`src/rtl/wdt_pkg.sv`:
```
package wdt_pkg;

    localparam int ADDR_W = 3;
    localparam int DATA_W = 16;
    localparam int CNT_W  = 10;

    typedef enum logic [ADDR_W-1:0] {
        A_RELOAD = 3'd0,
        A_INIT   = 3'd1,
        A_STAT1  = 3'd2,
        A_STAT2  = 3'd3,
        A_CTRL   = 3'd4,
        A_SMI    = 3'd5
    } wdt_addr_e;

    localparam int HALT_BIT     = 11;
    localparam int NOREBOOT_BIT = 0;
    localparam int TO1_BIT      = 3;
    localparam int TO2_BIT      = 1;
    localparam int BOOT_BIT     = 2;
    localparam int SMIEN_BIT    = 13;

    localparam logic [CNT_W-1:0] MIN_INIT = CNT_W'(4);

    typedef struct packed {
        logic reload;
        logic clr_to1;
        logic clr_to2;
        logic clr_boot;
    } wdt_cmd_t;

    typedef struct packed {
        logic to1;
        logic to2;
        logic boot;
    } wdt_flags_t;

    function automatic logic [DATA_W-1:0] merge_bytes(
        input logic [DATA_W-1:0] old_v,
        input logic [DATA_W-1:0] new_v,
        input logic [1:0]        be
    );
        return {be[1] ? new_v[15:8] : old_v[15:8],
                be[0] ? new_v[7:0]  : old_v[7:0]};
    endfunction

endpackage

```
`src/rtl/wdt_prescaler.sv`:
```
module wdt_prescaler #(
    parameter int TICK_CLKS = 75_000_000
) (
    input  logic clk,
    input  logic rst,
    input  logic run,
    input  logic restart,
    output logic tick
);
    localparam int PW = (TICK_CLKS > 1) ? $clog2(TICK_CLKS) : 1;
    localparam logic [PW-1:0] LAST = PW'(TICK_CLKS - 1);

    logic [PW-1:0] pcnt;

    assign tick = run && (pcnt == LAST);

    always_ff @(posedge clk) begin
        if (rst || !run || restart) begin
            pcnt <= '0;
        end else if (tick) begin
            pcnt <= '0;
        end else begin
            pcnt <= pcnt + PW'(1);
        end
    end
endmodule

```
`src/rtl/wdt_countdown.sv`:
```
module wdt_countdown #(
    parameter int                         CNT_W      = 10,
    parameter logic [CNT_W-1:0]           INIT_RESET = 10'd50
) (
    input  logic             clk,
    input  logic             rst,
    input  logic             tick,
    input  logic             reload,
    input  logic [CNT_W-1:0] init_val,
    output logic [CNT_W-1:0] cnt,
    output logic             expire
);
    localparam logic [CNT_W-1:0] ONE = CNT_W'(1);

    assign expire = tick && !reload && (cnt <= ONE);

    always_ff @(posedge clk) begin
        if (rst) begin
            cnt <= INIT_RESET;
        end else if (reload || expire) begin
            cnt <= init_val;
        end else if (tick) begin
            cnt <= cnt - ONE;
        end
    end
endmodule

```
`src/rtl/wdt_stage.sv`:
```
module wdt_stage
    import wdt_pkg::*;
#(
    parameter int RST_PULSE = 16
) (
    input  logic       clk,
    input  logic       rst,
    input  logic       expire,
    input  logic       noreboot,
    input  logic       smi_en,
    input  wdt_cmd_t   cmd,
    output wdt_flags_t flags,
    output logic       smi_req,
    output logic       rst_req
);
    localparam int RW = $clog2(RST_PULSE + 1);

    logic [RW-1:0] rst_cnt;
    logic          first_hit;
    logic          second_hit;

    assign first_hit  = expire && !flags.to1;
    assign second_hit = expire && flags.to1;
    assign rst_req    = (rst_cnt != '0);

    always_ff @(posedge clk) begin
        if (rst) begin
            flags.to1  <= 1'b0;
            flags.to2  <= 1'b0;
            flags.boot <= 1'b1;
            smi_req    <= 1'b0;
            rst_cnt    <= '0;
        end else begin
            if (first_hit)        flags.to1 <= 1'b1;
            else if (cmd.clr_to1) flags.to1 <= 1'b0;

            if (second_hit)       flags.to2 <= 1'b1;
            else if (cmd.clr_to2) flags.to2 <= 1'b0;

            if (cmd.clr_boot)     flags.boot <= 1'b0;

            smi_req <= first_hit && smi_en;

            if (second_hit && !noreboot) rst_cnt <= RW'(RST_PULSE);
            else if (rst_cnt != '0)      rst_cnt <= rst_cnt - RW'(1);
        end
    end
endmodule

```
`src/rtl/two_stage_wdt.sv`:
```
module two_stage_wdt
    import wdt_pkg::*;
#(
    parameter int                 TICK_CLKS  = 75_000_000,
    parameter int                 RST_PULSE  = 16,
    parameter logic [CNT_W-1:0]   INIT_RESET = 10'd50
) (
    input  logic              clk,
    input  logic              rst,
    input  logic [ADDR_W-1:0] bus_addr,
    input  logic [DATA_W-1:0] bus_wdata,
    input  logic [1:0]        bus_be,
    input  logic              bus_wr,
    input  logic              bus_rd,
    output logic [DATA_W-1:0] bus_rdata,
    output logic              smi_req,
    output logic              rst_req
);
    logic [DATA_W-1:0] init_q;
    logic [DATA_W-1:0] init_next;
    logic              halt_q;
    logic              noreboot_q;
    logic              smi_en_q;
    logic [CNT_W-1:0]  cnt;
    logic              tick;
    logic              expire;
    logic              reload_wr;
    logic              sec_to_q;
    wdt_cmd_t          cmd;
    wdt_flags_t        flags;

    function automatic logic hit(input wdt_addr_e a);
        return bus_wr && (bus_addr == a) && (bus_be != 2'b00);
    endfunction

    assign init_next = merge_bytes(init_q, bus_wdata, bus_be);
    assign reload_wr = hit(A_RELOAD);

    always_comb begin
        cmd          = '0;
        cmd.reload   = reload_wr;
        cmd.clr_to1  = hit(A_STAT1) && bus_be[0] && bus_wdata[TO1_BIT];
        cmd.clr_to2  = hit(A_STAT2) && bus_be[0] && bus_wdata[TO2_BIT];
        cmd.clr_boot = hit(A_STAT2) && bus_be[0] && bus_wdata[BOOT_BIT];
    end

    always_ff @(posedge clk) begin
        if (rst) begin
            init_q     <= {{(DATA_W-CNT_W){1'b0}}, INIT_RESET};
            halt_q     <= 1'b1;
            noreboot_q <= 1'b1;
            smi_en_q   <= 1'b0;
        end else begin
            if (hit(A_INIT) && (init_next[CNT_W-1:0] >= MIN_INIT))
                init_q <= init_next;
            if (hit(A_CTRL) && bus_be[HALT_BIT/8])
                halt_q <= bus_wdata[HALT_BIT];
            if (hit(A_CTRL) && bus_be[NOREBOOT_BIT/8])
                noreboot_q <= bus_wdata[NOREBOOT_BIT];
            if (hit(A_SMI) && bus_be[SMIEN_BIT/8])
                smi_en_q <= bus_wdata[SMIEN_BIT];
        end
    end

    wdt_prescaler #(.TICK_CLKS(TICK_CLKS)) u_presc (
        .clk     (clk),
        .rst     (rst),
        .run     (!halt_q),
        .restart (reload_wr),
        .tick    (tick)
    );

    wdt_countdown #(.CNT_W(CNT_W), .INIT_RESET(INIT_RESET)) u_cnt (
        .clk      (clk),
        .rst      (rst),
        .tick     (tick),
        .reload   (reload_wr),
        .init_val (init_q[CNT_W-1:0]),
        .cnt      (cnt),
        .expire   (expire)
    );

    wdt_stage #(.RST_PULSE(RST_PULSE)) u_stage (
        .clk      (clk),
        .rst      (rst),
        .expire   (expire),
        .noreboot (noreboot_q),
        .smi_en   (smi_en_q),
        .cmd      (cmd),
        .flags    (flags),
        .smi_req  (smi_req),
        .rst_req  (rst_req)
    );

    assign sec_to_q = flags.to2;

    always_comb begin
        bus_rdata = '0;
        if (bus_rd) begin
            case (wdt_addr_e'(bus_addr))
                A_RELOAD: bus_rdata[CNT_W-1:0]   = cnt;
                A_INIT:   bus_rdata              = init_q;
                A_STAT1:  bus_rdata[TO1_BIT]     = flags.to1;
                A_STAT2: begin
                    bus_rdata[TO2_BIT]  = flags.to2;
                    bus_rdata[BOOT_BIT] = flags.boot;
                end
                A_CTRL: begin
                    bus_rdata[HALT_BIT]     = halt_q;
                    bus_rdata[NOREBOOT_BIT] = noreboot_q;
                end
                A_SMI:    bus_rdata[SMIEN_BIT]   = smi_en_q;
                default:  bus_rdata              = '0;
            endcase
        end
    end
endmodule

```
`config.mk`:
```
export PLATFORM = sky130hd
export DESIGN_NAME = two_stage_wdt
export DESIGN_NICKNAME = d
export VERILOG_FILES = /design/src/rtl/wdt_pkg.sv /design/src/rtl/wdt_prescaler.sv /design/src/rtl/wdt_countdown.sv /design/src/rtl/wdt_stage.sv /design/src/rtl/two_stage_wdt.sv
export SDC_FILE = /design/constraint.sdc
export NUM_CORES = 1
export LEC_CHECK = 0
export BUFFER_PORTS_ARGS = -buffer_cell sky130_fd_sc_hd__buf_2
export CORE_ASPECT_RATIO = 2
export CORE_MARGIN = 10
export CORE_UTILIZATION = 55
export CTS_BUF_LIST = sky130_fd_sc_hd__clkbuf_4
export DETAILED_ROUTE_END_ITERATION = 8
export PLACE_DENSITY = 0.76
export SLEW_MARGIN = 25
export SYNTH_ARGS = -nofsm -noshare
export SYNTH_HDL_FRONTEND = slang
export SYNTH_SLANG_ARGS = --single-unit
```
`constraint.sdc`:
```
create_clock -name clk -period 2.84 [get_ports clk]
set_input_delay 0.142 -clock clk [delete_from_list [all_inputs] [get_ports clk]]
set_output_delay 0.142 -clock clk [all_outputs]
set_load 0.01 [all_outputs]
```
## Yosys cells after proc, flatten, opt, wreduce, memory -nomap -nowiden

Cells that the tools add are included.

- Logic and storage cells: 89
- Memories kept: 0
- Register bits after elaboration: 65
- Bits in latches: 0
- Bits in writable memories: 0
- Output and inout bits: 18
- Memory bits (read-only): 0

- Equality and inequality tests: 6
- Div/mod/pow operators: 0
- Bitwise operators: 0
- Mux-type cells: 20
- Multipliers: 0
- $lt $le $gt $ge: 2
- Shift operators: 0
- Reductions and logical operators: 45
- Add/sub/neg operators: 3

Operator list:

| cell | count |
|---|---|
| logical AND 1 bit | 28 |
| adder 27 x 1 -> 27 bit (second input constant) | 1 |
| == test 27 bit (second input constant) | 1 |
| 2-to-1 mux 10 bit | 2 |
| 2-to-1 mux 16 bit | 1 |
| one-hot mux 6 bit (2 select lines) | 1 |
| greater-or-equal comparator 10 x 3 -> 1 bit (second input constant) | 1 |
| less-or-equal comparator 10 x 1 -> 1 bit (second input constant) | 1 |
| 2-to-1 mux 5 bit | 2 |
| nonzero test 2 bit | 5 |
| subtractor 10 x 1 -> 10 bit (second input constant) | 1 |
| 2-to-1 mux 8 bit | 1 |
| == test 3 x 2 -> 1 bit (second input constant) | 2 |
| == test 3 bit (second input constant) | 2 |
| 2-to-1 mux 1 bit | 6 |
| one-hot mux 1 bit (3 select lines) | 2 |
| one-hot mux 2 bit (3 select lines) | 1 |
| nonzero test 5 bit | 1 |
| subtractor 5 x 1 -> 5 bit (second input constant) | 1 |
| logical NOT 1 bit | 4 |
| 2-to-1 mux 2 bit | 2 |
| one-hot mux 1 bit (2 select lines) | 2 |
| OR reduction 2 bit | 2 |
| == test 3 x 1 -> 1 bit (second input constant) | 1 |
| 3 further kinds | 5 |

## Depth between registers and ports, before layout

- Depth in word-level cells: 9
- Mapped depth: 8
- Mapped depth without buffers: 8

## Hierarchy

A second synthesis with hierarchy kept.

- Cell total of the unflattened synthesis: 436
- Area total of the unflattened synthesis: 3756.1 um2

By module, submodules not included:

| module | sequential area each (um2) | cells an instance | area an instance (um2) | times used |
|---|---|---|---|---|
| two_stage_wdt | 380.4 | 149 | 1311.3 | 1 |
| wdt_prescaler | 540.5 | 152 | 1296.2 | 1 |
| wdt_countdown | 200.2 | 98 | 782.0 | 1 |
| wdt_stage | 180.2 | 37 | 366.6 | 1 |

## Least setup slack after synthesis

Ideal clock, no wire load.

- Kind: flip-flop to flip-flop
- From: register u_cnt.cnt[5]
- To: register u_cnt.cnt[8]
- Buffers on the path: 1
- Path slack: 0.731 ns
- Setup time: 0.120 ns
- Arrival time: 1.989 ns
- Cell stages (with the launch flop): 7
- Cells stage by stage: dfxtp_1 -> buf_2 -> or4_1 -> or4_1 -> nor2_1 -> a2111oi_4 -> a211o_1

- Longest elaborated chain between the ends: 4

Ends and longest elaborated chain:

| element | RTL line | source |
|---|---|---|
| start: declaration | wdt_countdown.sv:10 | `output logic [CNT_W-1:0] cnt,` |
| start signal: assignment | wdt_countdown.sv:21 | `cnt <= init_val;` |
| start signal: assignment | wdt_countdown.sv:23 | `cnt <= cnt - ONE;` |
| less-or-equal comparator 10 x 1 -> 1 bit | wdt_countdown.sv:15 | `assign expire = tick && !reload && (cnt <= ONE);` |
| logical AND 1 bit | wdt_countdown.sv:15 |  |
| logical OR 1 bit | wdt_countdown.sv:20 | `end else if (reload \|\| expire) begin` |
| 2-to-1 mux 10 bit or nonzero test 2 bit (tied branches) | -- |  |

Several ways; a longest one is shown, not always the timed one. The select of a mux whose other input is x is not followed.
A chain may end at the register's enable or synchronous reset.

## Worst setup path in the final report

- From: register u_presc.pcnt[11]
- To: register u_cnt.cnt[8]

- Longest elaborated chain between the ends: 6

Ends and longest elaborated chain:

| element | RTL line | source |
|---|---|---|
| start: declaration | wdt_prescaler.sv:13 | `logic [PW-1:0] pcnt;` |
| start signal: assignment | wdt_prescaler.sv:23 | `pcnt <= pcnt + PW'(1);` |
| == test 27 bit (*) | wdt_prescaler.sv:15 | `assign tick = run && (pcnt == LAST);` |
| logical AND 1 bit (*) | wdt_prescaler.sv:15 |  |
| logical AND 1 bit (2 in series) | wdt_countdown.sv:15 |  |
| logical OR 1 bit | wdt_countdown.sv:20 |  |
| 2-to-1 mux 10 bit or nonzero test 2 bit (tied branches) | -- |  |

Mark *: on every way between the ends. The rest lies on a longest branch, timed or not.

==> results.yml <==
sta:
  fin_crit_ps: 2420
  maxSlewHeadroom_pct: 52.9
  finalSetupViolations: 0
  hold_viol: 0
  clock.fmax_ghz: 0.413
  holdWs_ps: 54.5
  slew_viol_final: 0
  fin_tns_setup_ps: 0
  min_period_over_period_pct: 85.2
  fin_skew_ps: 11.4
  tightest_slew_ps: 697
  rsz0062_at_grt: "false"
layout:
  multi_input_area_sq_um: 1990
  seq_area_sq_um: 1300
  layout_common_cells: "nor2_1 (80), dfxtp_1 (65), buf_2 (42), mux2i_1 (29), nand2_1 (27)"
  fin_area_sq_um: 3900
  syn2layout_area_growth_pct: 14.3
  final_common_cell: "nor2_1"
  fillers: 532
  diodes: 0
  post-route-util_pct: 64.9
  final_nets: 489
  drive_gt1_share_pct: 14.9
floorplan:
  die_w_um: 75.7
  row_count: 40
  ioPinCount: 43
  core_sq_um: 6010
  die-area_sq_um: 9950
  floorplan.initialDensity_pct: 56.8
  die_h_um: 131
clock_tree:
  clkLatencyLatePin_ps: 410
  h-tree-depth: 3
  postCtsSetupBuffers: 0
  cts_tree: "built"
  clock-sinks: 65
  cts_inserted_buffers: 9
  clk_path_buf_depth: 2
  cts-root-buf: "clkbuf_4"
  clk_pin_slew_ps: 100
power:
  power_density_nw_per_um2: 490
  combPwrFrac_pct: 16.2
  pwr-share-clk_pct: 32.1
  pwr-share-seq_pct: 51.6
  fin_total_pwr_uw: 1910
  p_sw_share_pct: 27.3
  p_int_uw: 1390
  cellLeakagePower_uw: 0.00159
  p_sw_uw: 522
  irDropWorstVdd_uv: 303
synth:
  ys_ff_latch: 65
  synth.distinct_cells: 56
  synth_area_leaders: "dfxtp_1 (38%), nor2_1 (8.8%), mux2i_1 (8.5%)"
  netlist_instances: 407
  synthArstFlopShare_pct: 0
  synth_warnings: 0
  syn_nets: 437
  synth_flop_cell: "dfxtp_1"
  netlist_area_sq_um: 3410
  synth_top_cell_area_share_pct: 38.1
  synth-edff-count: 0
  yosys.area.top_type: "dfxtp_1"
  seq_area_frac_synth_pct: 38.1
  syn_avg_cell_area_sq_um: 8.38
grt:
  first_global_vias: 3144
  grt_overflow: 0
  antenna_found_initial: 0
  grt_max_degree: 33
  grt_use_total_pct: 18.4
  grt_pass1_wl_um: 14600
detailed_routing:
  wl_per_cell_um: 16.6
  vias: 3187
  route.detailed.drc: 0
  drtIter0Drc: 227
  drt_pass1_iterations: 5
  ant_nets: 0
  viasPerCell: 6.05
  wl_um: 8770
critical_path:
  critPathMaxFanout: 11
  rr_endpoint: "u_cnt.cnt[8]"
  worst_setup_path_end_kind: "flip-flop"
  critPathRequiredTime_ps: 3210
  r2r_slack_ps: 420
  r2r-start: "u_presc.pcnt[11]"
  worstSetupPathType: "reg -> reg"
  cp-start-kind: "flip-flop"
  crit_arrival_ps: 2790
  ff2ff_path_depth: 6
place:
  hpwl_um: 6520
  placed_area_sq_um: 3640
  io_buffers: 42
  place.gp.congestion: 0.921
hold_path:
  hold_depth: 4
  hold_path_class: "in -> reg"
  holdPathEnd: "init_q[5]"
  min_from: "bus_wdata[5]"
job:
  maxCapViolCount: 0
status:
  status: "finished clean"
-- power by group through the flow --
stage	sequential [uW]	combinational, uW	clock, uW
after floorplan	998	220	0
after global placement	1000	289	0
after detailed placement	1010	296	0
after CTS	987	313	625
after global routing	995	347	671
final	987	310	614
-- Yosys cell counts, types with 3 or more instances --
cell      instances
o21ai_0           5
nand3_1          18
ha_1              5
mux2i_1          29
a211o_1           7
nor3b_1           4
clkbuf_1          8
xnor2_1          11
inv_1            12
buf_2             4
nor4_1            9
dfxtp_1          65
nor2_1           80
nor4b_1           3
a21oi_1          15
nand2b_1          6
xor2_1           16
and4_1            4
nor4_2            3
nand2_1          27
nor2b_1           4
nand4_1           5
and2_1            4
or4_1             5
and3_1            5
or3_1             3
o21ai_1           7
nor3_1           10
-- worst max-delay path, stage by stage, from the launching register on --
cell,delay (ps)
dfxtp_1,410
or4b_4,500
nor4_2,340
and4_1,520
nor2_2,130
a2111oi_4,330
a211o_1,140
-- cells by family after synthesis --
kind of cell,Yosys count,share of synthesized area (%)
mux,29,8.51
flops,65,38.1
xor+xnor,27,6.93
compound gates,52,10.7
buf+inv,27,3.45
simple gates,202,30.5
fa+ha+maj,5,1.83
-- state kept, by name (all words and copies together) (netlist names) --
name             flops
halt_q               1
smi_en_q             1
u_stage.flags        3
u_cnt.cnt           10
noreboot_q           1
u_presc.pcnt        27
init_q              16
u_stage.smi_req      1
u_stage.rst_cnt      5
-- routing by layer --
metal,part of all wire (%),track usage (%),up-vias
li1,-,-,1548
met1,37,19.0,1507
met2,54,31.8,103
met3,4.9,4.52,29
met4,4.4,10.3,0
met5,0,0,-
-- cell type report --
class / instances / share of cell area (%)
multi-input combinational: 315 / 51.1
timing repair buffer: 56 / 8.92
sequential: 65 / 33.4
clock inverter: 4 / 1.12
tap: 63 / 2.02
inverter: 12 / 1.15
clock buffer: 12 / 2.31
-- repair_timing --
action	in CTS	in global routing
hold buffers	13	0
hold endpoints to repair	16	0
gates resized for setup	0	0
-- worst max-delay path by stage --
stage | start | endpoint | slack (ps) | cells past startpoint
2_1_floorplan | u_cnt.cnt[5] | u_cnt.cnt[8] | 730 | 6
3_3_place_gp | u_presc.pcnt[9] | u_cnt.cnt[8] | 530 | 6
3_5_place_dp | u_presc.pcnt[9] | u_cnt.cnt[8] | 470 | 6
4_1_cts | u_presc.pcnt[9] | u_cnt.cnt[8] | 450 | 6
5_1_grt | u_presc.pcnt[11] | u_cnt.cnt[3] | 290 | 6
6_report | u_presc.pcnt[11] | u_cnt.cnt[8] | 420 | 6
-- stage by stage --
step | cells | setup slack (ps)
finish | 527 | 421
global route | 527 | 292
CTS | 527 | 453
detailed placement | 498 | 470
global placement | 498 | 534
floorplan | 407 | 731
Power figures use the tool's default switching activity.
